[src/rtl/hz_pkg.sv]
package hz_pkg;

    typedef enum logic [1:0] {
        FWD_REG = 2'b00,
        FWD_WB  = 2'b01,
        FWD_MEM = 2'b10
    } fwd_sel_e;

    typedef struct packed {
        logic hold;
        logic bubble;
        logic kill_ifid;
        logic kill_idex;
        logic kill_exmem;
    } flow_ctl_t;

endpackage

[src/rtl/hz_dep_detect.sv]
module hz_dep_detect #(
    parameter int AW     = 5,
    parameter bit FWD_EN = 1'b1
) (
    input  logic          clk,
    input  logic          rst_n,
    input  logic [AW-1:0] id_src,
    input  logic          id_use,
    input  logic [AW-1:0] ex_rd,
    input  logic          ex_wen,
    input  logic          ex_load,
    input  logic [AW-1:0] mem_rd,
    input  logic          mem_wen,
    output logic          hazard
);

    logic live_src;
    logic ex_match;
    logic mem_match;

    always_comb begin
        live_src  = id_use && (id_src != '0);
        ex_match  = live_src && ex_wen && (ex_rd == id_src);
        mem_match = live_src && mem_wen && (mem_rd == id_src);
    end

    generate
        if (FWD_EN) begin : g_bypass
            // only a load still in execute cannot be bypassed in time
            assign hazard = ex_match && ex_load;
        end else begin : g_wait_wb
            // consumer waits until the producer reaches writeback
            assign hazard = ex_match || mem_match;
        end
    endgenerate

    AST_LOAD_USE_STALL: assert property (@(posedge clk) disable iff (!rst_n)
        (id_use && id_src != '0 && ex_load && ex_wen && ex_rd == id_src) |-> hazard);

endmodule

[src/rtl/hz_operand_fwd.sv]
module hz_operand_fwd
    import hz_pkg::*;
#(
    parameter int AW     = 5,
    parameter bit FWD_EN = 1'b1
) (
    input  logic          clk,
    input  logic          rst_n,
    input  logic [AW-1:0] src,
    input  logic [AW-1:0] mem_rd,
    input  logic          mem_wen,
    input  logic [AW-1:0] wb_rd,
    input  logic          wb_wen,
    output fwd_sel_e      sel
);

    generate
        if (FWD_EN) begin : g_full
            logic mem_hit;
            logic wb_hit;
            always_comb begin
                mem_hit = mem_wen && (mem_rd != '0) && (mem_rd == src);
                wb_hit  = wb_wen && (wb_rd != '0) && (wb_rd == src);
                if (mem_hit)     sel = FWD_MEM;
                else if (wb_hit) sel = FWD_WB;
                else             sel = FWD_REG;
            end

            AST_YOUNGEST_WINS: assert property (@(posedge clk) disable iff (!rst_n)
                (mem_wen && src != '0 && mem_rd == src) |-> (sel == FWD_MEM));
        end else begin : g_none
            assign sel = FWD_REG;
        end
    endgenerate

endmodule

[src/rtl/hz_flow_ctl.sv]
module hz_flow_ctl
    import hz_pkg::*;
(
    input  logic      hazard,
    input  logic      mem_branch,
    input  logic      mem_taken,
    output flow_ctl_t ctl
);

    flow_ctl_t ctl_d;

    always_comb begin
        ctl_d = '0;
        if (mem_branch && mem_taken) begin
            // redirect squashes the three younger slots; they may not hold
            ctl_d.kill_ifid  = 1'b1;
            ctl_d.kill_idex  = 1'b1;
            ctl_d.kill_exmem = 1'b1;
        end else if (hazard) begin
            ctl_d.hold   = 1'b1;
            ctl_d.bubble = 1'b1;
        end
    end

    assign ctl = ctl_d;

endmodule

[src/rtl/hazard_ctrl.sv]
module hazard_ctrl
    import hz_pkg::*;
#(
    parameter int AW     = 5,
    parameter bit FWD_EN = 1'b1
) (
    input  logic          clk,
    input  logic          rst_n,
    input  logic [AW-1:0] id_rs1,
    input  logic [AW-1:0] id_rs2,
    input  logic          id_use_rs1,
    input  logic          id_use_rs2,
    input  logic [AW-1:0] ex_rs1,
    input  logic [AW-1:0] ex_rs2,
    input  logic [AW-1:0] ex_rd,
    input  logic          ex_wen,
    input  logic          ex_load,
    input  logic [AW-1:0] mem_rd,
    input  logic          mem_wen,
    input  logic [AW-1:0] wb_rd,
    input  logic          wb_wen,
    input  logic          mem_branch,
    input  logic          mem_taken,
    output logic          hold_front,
    output logic          bubble_idex,
    output logic          kill_ifid,
    output logic          kill_idex,
    output logic          kill_exmem,
    output logic [1:0]    fwd_a,
    output logic [1:0]    fwd_b
);

    localparam int NOPS = 2;

    logic [AW-1:0] id_src [NOPS];
    logic          id_use [NOPS];
    logic [AW-1:0] ex_src [NOPS];
    logic          haz    [NOPS];
    fwd_sel_e      sel    [NOPS];
    logic          any_hazard;
    flow_ctl_t     ctl;

    always_comb begin
        id_src[0] = id_rs1;
        id_src[1] = id_rs2;
        id_use[0] = id_use_rs1;
        id_use[1] = id_use_rs2;
        ex_src[0] = ex_rs1;
        ex_src[1] = ex_rs2;
    end

    generate
        for (genvar k = 0; k < NOPS; k++) begin : g_op
            hz_dep_detect #(.AW(AW), .FWD_EN(FWD_EN)) u_dep (
                .clk     (clk),
                .rst_n   (rst_n),
                .id_src  (id_src[k]),
                .id_use  (id_use[k]),
                .ex_rd   (ex_rd),
                .ex_wen  (ex_wen),
                .ex_load (ex_load),
                .mem_rd  (mem_rd),
                .mem_wen (mem_wen),
                .hazard  (haz[k])
            );
            hz_operand_fwd #(.AW(AW), .FWD_EN(FWD_EN)) u_fwd (
                .clk     (clk),
                .rst_n   (rst_n),
                .src     (ex_src[k]),
                .mem_rd  (mem_rd),
                .mem_wen (mem_wen),
                .wb_rd   (wb_rd),
                .wb_wen  (wb_wen),
                .sel     (sel[k])
            );
        end
    endgenerate

    assign any_hazard = haz[0] || haz[1];

    hz_flow_ctl u_flow (
        .hazard     (any_hazard),
        .mem_branch (mem_branch),
        .mem_taken  (mem_taken),
        .ctl        (ctl)
    );

    assign hold_front  = ctl.hold;
    assign bubble_idex = ctl.bubble;
    assign kill_ifid   = ctl.kill_ifid;
    assign kill_idex   = ctl.kill_idex;
    assign kill_exmem  = ctl.kill_exmem;
    assign fwd_a       = sel[0];
    assign fwd_b       = sel[1];

    AST_REDIRECT_KILLS: assert property (@(posedge clk) disable iff (!rst_n)
        (mem_branch && mem_taken) |-> (kill_ifid && kill_idex && kill_exmem));
    AST_FLUSH_OVER_STALL: assert property (@(posedge clk) disable iff (!rst_n)
        (mem_branch && mem_taken) |-> (!hold_front && !bubble_idex));
    AST_ZERO_NO_FWD: assert property (@(posedge clk) disable iff (!rst_n)
        (ex_rs1 == '0) |-> (fwd_a == FWD_REG));
    AST_NO_KILL_WITHOUT_BRANCH: assert property (@(posedge clk) disable iff (!rst_n)
        !mem_branch |-> !kill_exmem);

endmodule

[config.mk]
export PLATFORM = sky130hd
export DESIGN_NAME = hazard_ctrl
export DESIGN_NICKNAME = d
export VERILOG_FILES = /design/src/rtl/hz_pkg.sv /design/src/rtl/hz_dep_detect.sv /design/src/rtl/hz_operand_fwd.sv /design/src/rtl/hz_flow_ctl.sv /design/src/rtl/hazard_ctrl.sv
export SDC_FILE = /design/constraint.sdc
export NUM_CORES = 1
export LEC_CHECK = 0
export BUFFER_PORTS_ARGS = -buffer_cell sky130_fd_sc_hd__buf_4
export CORE_MARGIN = 3
export CORE_UTILIZATION = 32
export DETAILED_ROUTE_END_ITERATION = 6
export PLACE_DENSITY = 0.81
export SYNTH_ARGS = -nofsm -noshare
export SYNTH_HDL_FRONTEND = slang
export SYNTH_SLANG_ARGS = --single-unit
[constraint.sdc]
create_clock -name vclk -period 1.1
set_clock_uncertainty 0.05 [all_clocks]
set_input_delay 0.055 -clock vclk [all_inputs]
set_output_delay 0.055 -clock vclk [all_outputs]
set_load 0.05 [all_outputs]
==> results of run 1 <==
stage by stage:
| step | cells | cell area [sq um] |
|---|---|---|
| 2_1_floorplan | 61 | 513 |
| 3_3_place_gp | 137 | 986 |
| 3_5_place_dp | 137 | 986 |
| 4_1_cts | 137 | 1030 |
| 5_1_grt | 137 | 1100 |
| 6_report | 137 | 1100 |
cell type report:
cell class | instances | share of cell area [%]
inverters | 2 | 0.680
repair buffers | 66 | 49.0
multi-input cells | 54 | 48.6
well taps | 15 | 1.70
worst max-delay path, stage by stage:
cell and delay (ns):
buf_4 0.12, xor2_1 0.15, or4_4 0.54, nor4_4 0.29, buf_6 0.19
final timing paths:
check                 start  cells after the start  endpoint
setup / recovery  ex_rs2[2]                      5  fwd_b[0]
hold / removal      mem_wen                      4  fwd_b[1]
power by group through the flow:
| stage | sequential [uW] | clock (uW) | combinational [uW] |
|---|---|---|---|
| floorplan | 0 | 0 | 163 |
| global placement | 0 | 0 | 373 |
| detailed placement | 0 | 0 | 379 |
| CTS | 0 | 0 | 392 |
| global route | 0 | 0 | 457 |
| finish | 0 | 0 | 428 |
routing by layer:
| layer | vias up | global-route usage [%] | share of wire (%) |
|---|---|---|---|
| met5 | - | 0 | 0 |
| li1 | 335 | - | - |
| met3 | 4 | 7.05 | 16 |
| met1 | 288 | 17.8 | 34 |
| met4 | 0 | 4.22 | 2.1 |
| met2 | 49 | 36.0 | 48 |
Yosys cell counts (all sizes together):
cell type / count / area [sq um]
o2111ai: 1 / 8.76
and2: 1 / 6.26
nor4: 6 / 50.0
inv: 2 / 7.51
nand4: 1 / 6.26
nor2: 5 / 18.8
nand3: 2 / 10.0
buf: 5 / 37.5
xnor2: 9 / 78.8
nand2: 1 / 3.75
o41ai: 1 / 8.76
o21ai: 3 / 18.8
a2111oi: 1 / 8.76
or4: 4 / 30.0
xor2: 19 / 166
cell families after synthesis:
logic type | after synthesis | share of synthesized area (%)
XOR/XNOR | 28 | 53.3
AND/OR/NAND/NOR | 20 | 27.2
buffers and inverters | 7 | 9.78
AO/OA/AOI/OAI | 6 | 9.78
timing repair:
item | in CTS | in global routing
pin swaps | 7 | 3
resized for setup | 11 | 12
endpoints found under the setup margin | 6 | 6
==> metrics.cfg, run 1 <==
[die]
io_pins = 54
die_h_um = 43.9
die_area_sq_um = 1930
initial_core_util_pct = 34.9
placementRows = 13
die_w_um = 43.9
core-area_sq_um = 1320

[placement]
hpwl_um = 1520
pre_cts_slack_ns = -0.381
io_buffer_count = 52
place_congestion = 0.852

[grt]
grt_pass1_wl_um = 2790
grt-ovfl-total = 0
grt_use_total_pct = 18.5
grt_antenna_before_repair = 0
grt_pass1_vias = 697
grt_max_degree = 4

[sta]
fin_setup_tns_ns = -1.41
hold_viol = 0
whs_ns = 0.465
setup_viol = 6
min_period_over_period_pct = 132
rsz0062_at_grt = true
setup_ws_ns = -0.355
fmax_mhz = 687
slew_viol_final = 0
fin_crit_ns = 1.45
max_slew_margin_pct = 72.1
worst_slew_pin_slew_ns = 0.415

[pwr]
power_leakage_uw = 0.000512
p_int_uw = 233
p_sw_share_pct = 45.5
comb_power_share_pct = 100.0
ir_drop_mv = 0.217
pwr-share-clk_pct = 0
pwr-share-seq_pct = 0
p_sw_uw = 195
powerDensity_nw_per_um2 = 387
power.total_uw = 428

[final_layout]
antenna_cells = 0
area_growth_pct = 140
register_area_sq_um = 0
fillers = 84
layout_commonest_cell = buf_4
drive_gt1_share_pct = 66.4
nFlopsAndLatches = 0
multi_input_area_sq_um = 537
layout_common_cells = buf_4, xor2_1, buf_6, xnor2_1, nor2_1
nets = 169
nClkBuffers = 0
post-route-util_pct = 83.8

[routing]
routed_wl_um = 1870
drc = 0
postRouteAntennaNets = 0
drt-vias-per-instance = 4.93
drt_first_iter_violations = 2
num_vias = 676
dr.pass1.iters = 4
wl_per_cell_um = 13.6

[logic_synthesis]
syn_inst = 61
ys_seq_area_share_pct = 0
synth.avg_cell_area_sq_um = 7.55
ys_warn_count = 0
synth_cell_types = 18
syn_area_sq_um = 460
synth_fp_nets = 106

[clocking]
post_cts_buffers = 0
cts_hold_buf = 0

[run_status]
status = finished, violations left
violations = negative setup slack

[hold_path]
min_path_type = primary input to output port

[setup_path]
required_ns = 1.00
critical_path_class = primary input to output port
critPathLaunchType = primary input
cp-end-kind = output port
cp.arrival_ns = 1.35
cp_max_fo = 2

[flow_run]
max-cap-violations = 0

(Power assumes the default switching activity.)
==> run 2: changes to the inputs <==
--- a/config.mk
+++ b/config.mk
@@ -6,7 +6,7 @@
 export NUM_CORES = 1
 export LEC_CHECK = 0
 export BUFFER_PORTS_ARGS = -buffer_cell sky130_fd_sc_hd__buf_4
-export CORE_MARGIN = 3
+export CORE_MARGIN = 4
 export CORE_UTILIZATION = 32
 export DETAILED_ROUTE_END_ITERATION = 6
 export PLACE_DENSITY = 0.81
==> run 2 against run 1 <==
  * The run still ends with negative setup slack left
  * Die area increased by 9.3%
  * Hold slack improved by 0.0089 ns
  * Worst setup slack got worse by 0.037 ns
  * Power decreased by 0.46%
  * Sequential share of layout area unchanged
  * Global-route usage decreased by 1.1 points
  * Critical path depth unchanged
  * Sequential cell count unchanged
  * Cell count decreased by 0.73%
  * Cell area decreased by 1.0%
  * Utilization decreased by 1.9 points
  * Wire length increased by 5.1%
==> metrics.cfg, run 2 (same netlist as run 1, synthesis figures left out) <==
[run_status]
status = finished, violations left  ; unchanged
violations = negative setup slack  ; unchanged

[grt]
grt_max_degree = 4  ; unchanged
met1_usage_pct = 20.0  ; was 17.8%
grt-ovfl-total = 0  ; unchanged
grt_pass1_vias = 682  ; was 697
grt_antenna_before_repair = 0  ; unchanged
use_met3_pct = 3.95  ; was 7.05%
grt_use_total_pct = 17.3  ; was 18.5%
met2_usage_pct = 31.9  ; was 36.0%
grt_pass1_wl_um = 2780  ; was 2790 um
grt-busiest-layer = met2  ; unchanged

[flow_run]
max-cap-violations = 0  ; unchanged

[sta]
rsz0062_at_grt = true  ; unchanged
fin_setup_tns_ns = -1.33  ; was -1.41 ns
worst_slew_pin_slew_ns = 0.336  ; was 0.415 ns
max_slew_margin_pct = 77.3  ; was 72.1%
fin_crit_ns = 1.49  ; was 1.45 ns
setup_viol = 6  ; unchanged
setup_ws_ns = -0.392  ; was -0.355 ns
hold_viol = 0  ; unchanged
slew_viol_final = 0  ; unchanged
fmax_mhz = 670  ; was 687 MHz
min_period_over_period_pct = 136  ; was 132%

[final_layout]
nets = 168  ; was 169
nClkBuffers = 0  ; unchanged
multi_input_area_sq_um = 541  ; was 537 sq um
layout_commonest_cell = buf_4  ; unchanged
antenna_cells = 0  ; unchanged
drive_gt1_share_pct = 67.8  ; was 66.4%
layout_common_cells = buf_4, xor2_1, buf_6, xnor2_1, nor4_4  ; was buf_4, xor2_1, buf_6, xnor2_1, nor2_1
final_cell_area_sq_um = 1090  ; was 1100 sq um
area_growth_pct = 137  ; was 140%
register_area_sq_um = 0  ; unchanged
nFlopsAndLatches = 0  ; unchanged
fillers = 81  ; was 84

[routing]
num_vias = 709  ; was 676
wl_per_cell_um = 14.4  ; was 13.6 um
dr.pass1.iters = 6  ; was 4
routed_wl_um = 1960  ; was 1870 um
drt_first_iter_violations = 3  ; was 2
drc = 0  ; unchanged
drt-vias-per-instance = 5.21  ; was 4.93
postRouteAntennaNets = 0  ; unchanged

[setup_path]
cp_cell_sequence = buf_4 -> xor2_1 -> or4_4 -> nor4_4 -> buf_6  ; unchanged
critical_path_class = primary input to output port  ; unchanged
slowest_stage = or4_4  ; unchanged
critPathLaunchType = primary input  ; unchanged
cp_max_fo = 2  ; unchanged
cp-end-kind = output port  ; unchanged
max_stage_delay_ns = 0.55  ; was 0.54 ns
cp.arrival_ns = 1.39  ; was 1.35 ns
required_ns = 1.00  ; about the same

[pwr]
comb_power_share_pct = 100.0  ; about the same
p_sw_share_pct = 46.8  ; was 45.5%
pwr-share-clk_pct = 0  ; about the same
p_int_uw = 226  ; was 233 uW
p_sw_uw = 199  ; was 195 uW
powerDensity_nw_per_um2 = 390  ; was 387 nW/um^2
ir_drop_mv = 0.250  ; was 0.217 mV
pwr-share-seq_pct = 0  ; about the same
power_leakage_uw = 0.000505  ; was 0.000512 uW

[die]
core-area_sq_um = 1330  ; was 1320 sq um
io_pins = 54  ; unchanged
die_w_um = 45.9  ; was 43.9 um
die_h_um = 45.9  ; was 43.9 um
initial_core_util_pct = 34.5  ; was 34.9%
placementRows = 13  ; unchanged
die_area_sq_um = 2110  ; was 1930 sq um

[placement]
io_buffer_count = 52  ; unchanged
place_congestion = 0.877  ; was 0.852
pre_cts_slack_ns = -0.382  ; was -0.381 ns
place_area_sq_um = 971  ; was 986 sq um
hpwl_um = 1630  ; was 1520 um

[hold_path]
min_path_type = primary input to output port  ; unchanged

==> run 2: worst max-delay path: cells and delay by family <==
kind / cells / cell delay [ns]
simple gates: 2 / 0.85
buf+inv: 2 / 0.31
xor+xnor: 1 / 0.16
==> run 2: final timing paths <==
check  cells after the start       end       from
max                        5  fwd_b[0]  ex_rs2[1]
min                        4  fwd_b[1]    mem_wen
==> run 2: power groups by stage <==
stage	clock network [uW]	logic [uW]	registers (uW)
2_1_floorplan	0	163	0
3_3_place_gp	0	367	0
3_5_place_dp	0	377	0
4_1_cts	0	393	0
5_1_grt	0	452	0
6_report	0	426	0
==> run 2: metrics by stage <==
stage	hold slack (ns)	utilization (%)	instances	power, uW
3_5_place_dp	0.512	72.8	135	377
4_1_cts	0.506	76.4	135	393
6_report	0.474	81.9	136	426
3_3_place_gp	0.514	72.8	135	367
5_1_grt	0.487	81.9	136	452
2_1_floorplan	0.241	-	61	163
==> run 2: metal layers <==
metal | up-vias | wire length (um)
li1 | 334 | -
met1 | 322 | 684
met2 | 51 | 954
met3 | 2 | 298
met4 | 0 | 25
met5 | - | 0
==> run 2: cell type report <==
| cell class | instances | share of cell area (%) |
|---|---|---|
| Tap cell | 15 | 1.72 |
| Multi-Input combinational cell | 54 | 49.5 |
| Timing Repair Buffer | 65 | 48.1 |
| Inverter | 2 | 0.687 |
==> run 2: timing repair <==
action	CTS	global route
hold buffers	0	0
pin swaps	5	2
buffers inserted	0	1
endpoints found under the setup margin	6	6
gates resized for setup	11	12
==> run 3: changes to the inputs <==
==> constraint.sdc (replaced) <==
create_clock -name vclk -period 1.3
set_clock_uncertainty 0.05 [all_clocks]
set_input_delay 0.13 -clock vclk [all_inputs]
set_output_delay 0.13 -clock vclk [all_outputs]
set_load 0.05 [all_outputs]
==> run 3 against run 2 <==
  * The flow still finishes with violations (negative setup slack)
  * Non-clock buffer count shrank 1
  * Worst setup slack gained 0.089 ns
  * Global-route usage grew 1.0 points
  * Critical endpoint unchanged
==> metrics.cfg, run 3 (same netlist as run 1, synthesis figures left out) <==
[setup_path]
slowest_stage = or4_4  ; unchanged
critical_path_class = primary input to output port  ; unchanged
critPathLaunchType = primary input  ; unchanged
required_ns = 1.12  ; was 1.00 ns
cp-end-kind = output port  ; unchanged
cp_cell_sequence = buf_4 -> xor2_1 -> or4_4 -> nor4_4 -> buf_6  ; unchanged
cp.arrival_ns = 1.42  ; was 1.39 ns
cp_max_fo = 3  ; was 2
max_stage_delay_ns = 0.55  ; about the same

[final_layout]
layout_common_cells = buf_4, xor2_1, buf_6, xnor2_1  ; was buf_4, xor2_1, buf_6, xnor2_1, nor4_4
nFlopsAndLatches = 0  ; unchanged
nClkBuffers = 0  ; unchanged
register_area_sq_um = 0  ; unchanged
drive_gt1_share_pct = 66.7  ; was 67.8%
nets = 167  ; was 168
final_cell_area_sq_um = 1080  ; was 1090 sq um
fin_cells = 135  ; was 136
area_growth_pct = 135  ; was 137%
antenna_cells = 0  ; unchanged
layout_commonest_cell = buf_4  ; unchanged

[die]
die_h_um = 45.9  ; unchanged
die_w_um = 45.9  ; unchanged
io_pins = 54  ; unchanged
die_area_sq_um = 2110  ; unchanged
core-area_sq_um = 1330  ; unchanged
initial_core_util_pct = 34.5  ; unchanged
placementRows = 13  ; unchanged

[placement]
io_buffer_count = 52  ; unchanged
place_area_sq_um = 971  ; unchanged
dp_cells = 135  ; unchanged
hpwl_um = 1680  ; was 1630 um
place_congestion = 0.877  ; about the same

[run_status]
status = finished, violations left  ; unchanged
violations = negative setup slack  ; unchanged

[sta]
worst_slew_pin_slew_ns = 0.396  ; was 0.336 ns
setup_ws_ns = -0.303  ; was -0.392 ns
fin_crit_ns = 1.60
hold_viol = 0  ; unchanged
min_period_over_period_pct = 123
fmax_mhz = 624
setup_viol = 6  ; unchanged
slew_viol_final = 0  ; unchanged
rsz0062_at_grt = true  ; unchanged
max_slew_margin_pct = 73.4  ; was 77.3%

[grt]
grt_max_degree = 4  ; unchanged
grt_use_total_pct = 18.4  ; was 17.3%
grt_pass1_vias = 711  ; was 682
grt-ovfl-total = 0  ; unchanged
grt_antenna_before_repair = 0  ; unchanged
grt_pass1_wl_um = 2920  ; was 2780 um

[routing]
wl_per_cell_um = 14.6  ; was 14.4 um
postRouteAntennaNets = 0  ; unchanged
drt-vias-per-instance = 5.14  ; was 5.21
drc = 0  ; unchanged
drt_first_iter_violations = 5  ; was 3
routed_wl_um = 1970  ; was 1960 um
num_vias = 694  ; was 709
dr.pass1.iters = 3  ; was 6

[flow_run]
max-cap-violations = 0  ; unchanged

[pwr]
ir_drop_mv = 0.202  ; was 0.250 mV
powerDensity_nw_per_um2 = 328  ; was 390 nW/um^2
power_leakage_uw = 0.000502  ; was 0.000505 uW

[clocking]
post_cts_buffers = 0  ; unchanged

[hold_path]
min_path_type = primary input to output port  ; unchanged

==> run 3: worst paths after layout <==
kind	endpoint	depth (start not counted)	slack (ns)	start
setup / recovery	fwd_b[0]	5	-0.30	wb_rd[2]
hold / removal	fwd_a[1]	4	0.61	mem_wen
==> run 3: report_power, final <==
part,internal [uW],total (uW),leakage (uW),switching (uW)
clock,0,0,0,0
combinational,192,355,0.000502,162
sequential,0,0,0,0
total,192,355,0.000502,162
==> run 3: final cells by class <==
class / count / area (sq um)
Fill cell: 84 / 253
Inverter: 2 / 7.51
Multi-Input combinational cell: 54 / 526
Tap cell: 15 / 18.8
Timing Repair Buffer: 64 / 529
==> run 3: metrics by stage <==
stage / hold slack [ns] / utilization [%] / total power, uW / worst slack [ns] / setup TNS, ns
2_1_floorplan: 0.391 / - / 138 / -0.448 / -1.40
3_3_place_gp: 0.664 / 72.8 / 311 / -0.317 / -1.58
3_5_place_dp: 0.669 / 72.8 / 319 / -0.348 / -1.71
4_1_cts: 0.662 / 75.8 / 329 / -0.316 / -1.24
5_1_grt: 0.637 / 81.1 / 378 / -0.342 / -1.32
6_report: 0.615 / 81.1 / 355 / -0.303 / -1.02
==> run 3: worst max-delay path, delay by kind of cell <==
| kind | cells | cell delay [ns] |
|---|---|---|
| buffers and inverters | 2 | 0.31 |
| XOR/XNOR | 1 | 0.14 |
| AND/OR/NAND/NOR | 2 | 0.84 |
==> run 3: timing repair <==
action                                 CTS  global route
pin swaps                                6             6
endpoints found under the hold margin    0             0
hold buffers                             0             0
resized for setup                       10            14
setup endpoints to repair                6             6
cloned                                   0             0
==> run 3: per-layer routing <==
| layer | routed length, um | global-route usage [%] |
|---|---|---|
| met4 | 36 | 2.84 |
| met3 | 266 | 3.56 |
| met1 | 720 | 19.8 |
| met5 | 0 | 0 |
| met2 | 946 | 36.3 |
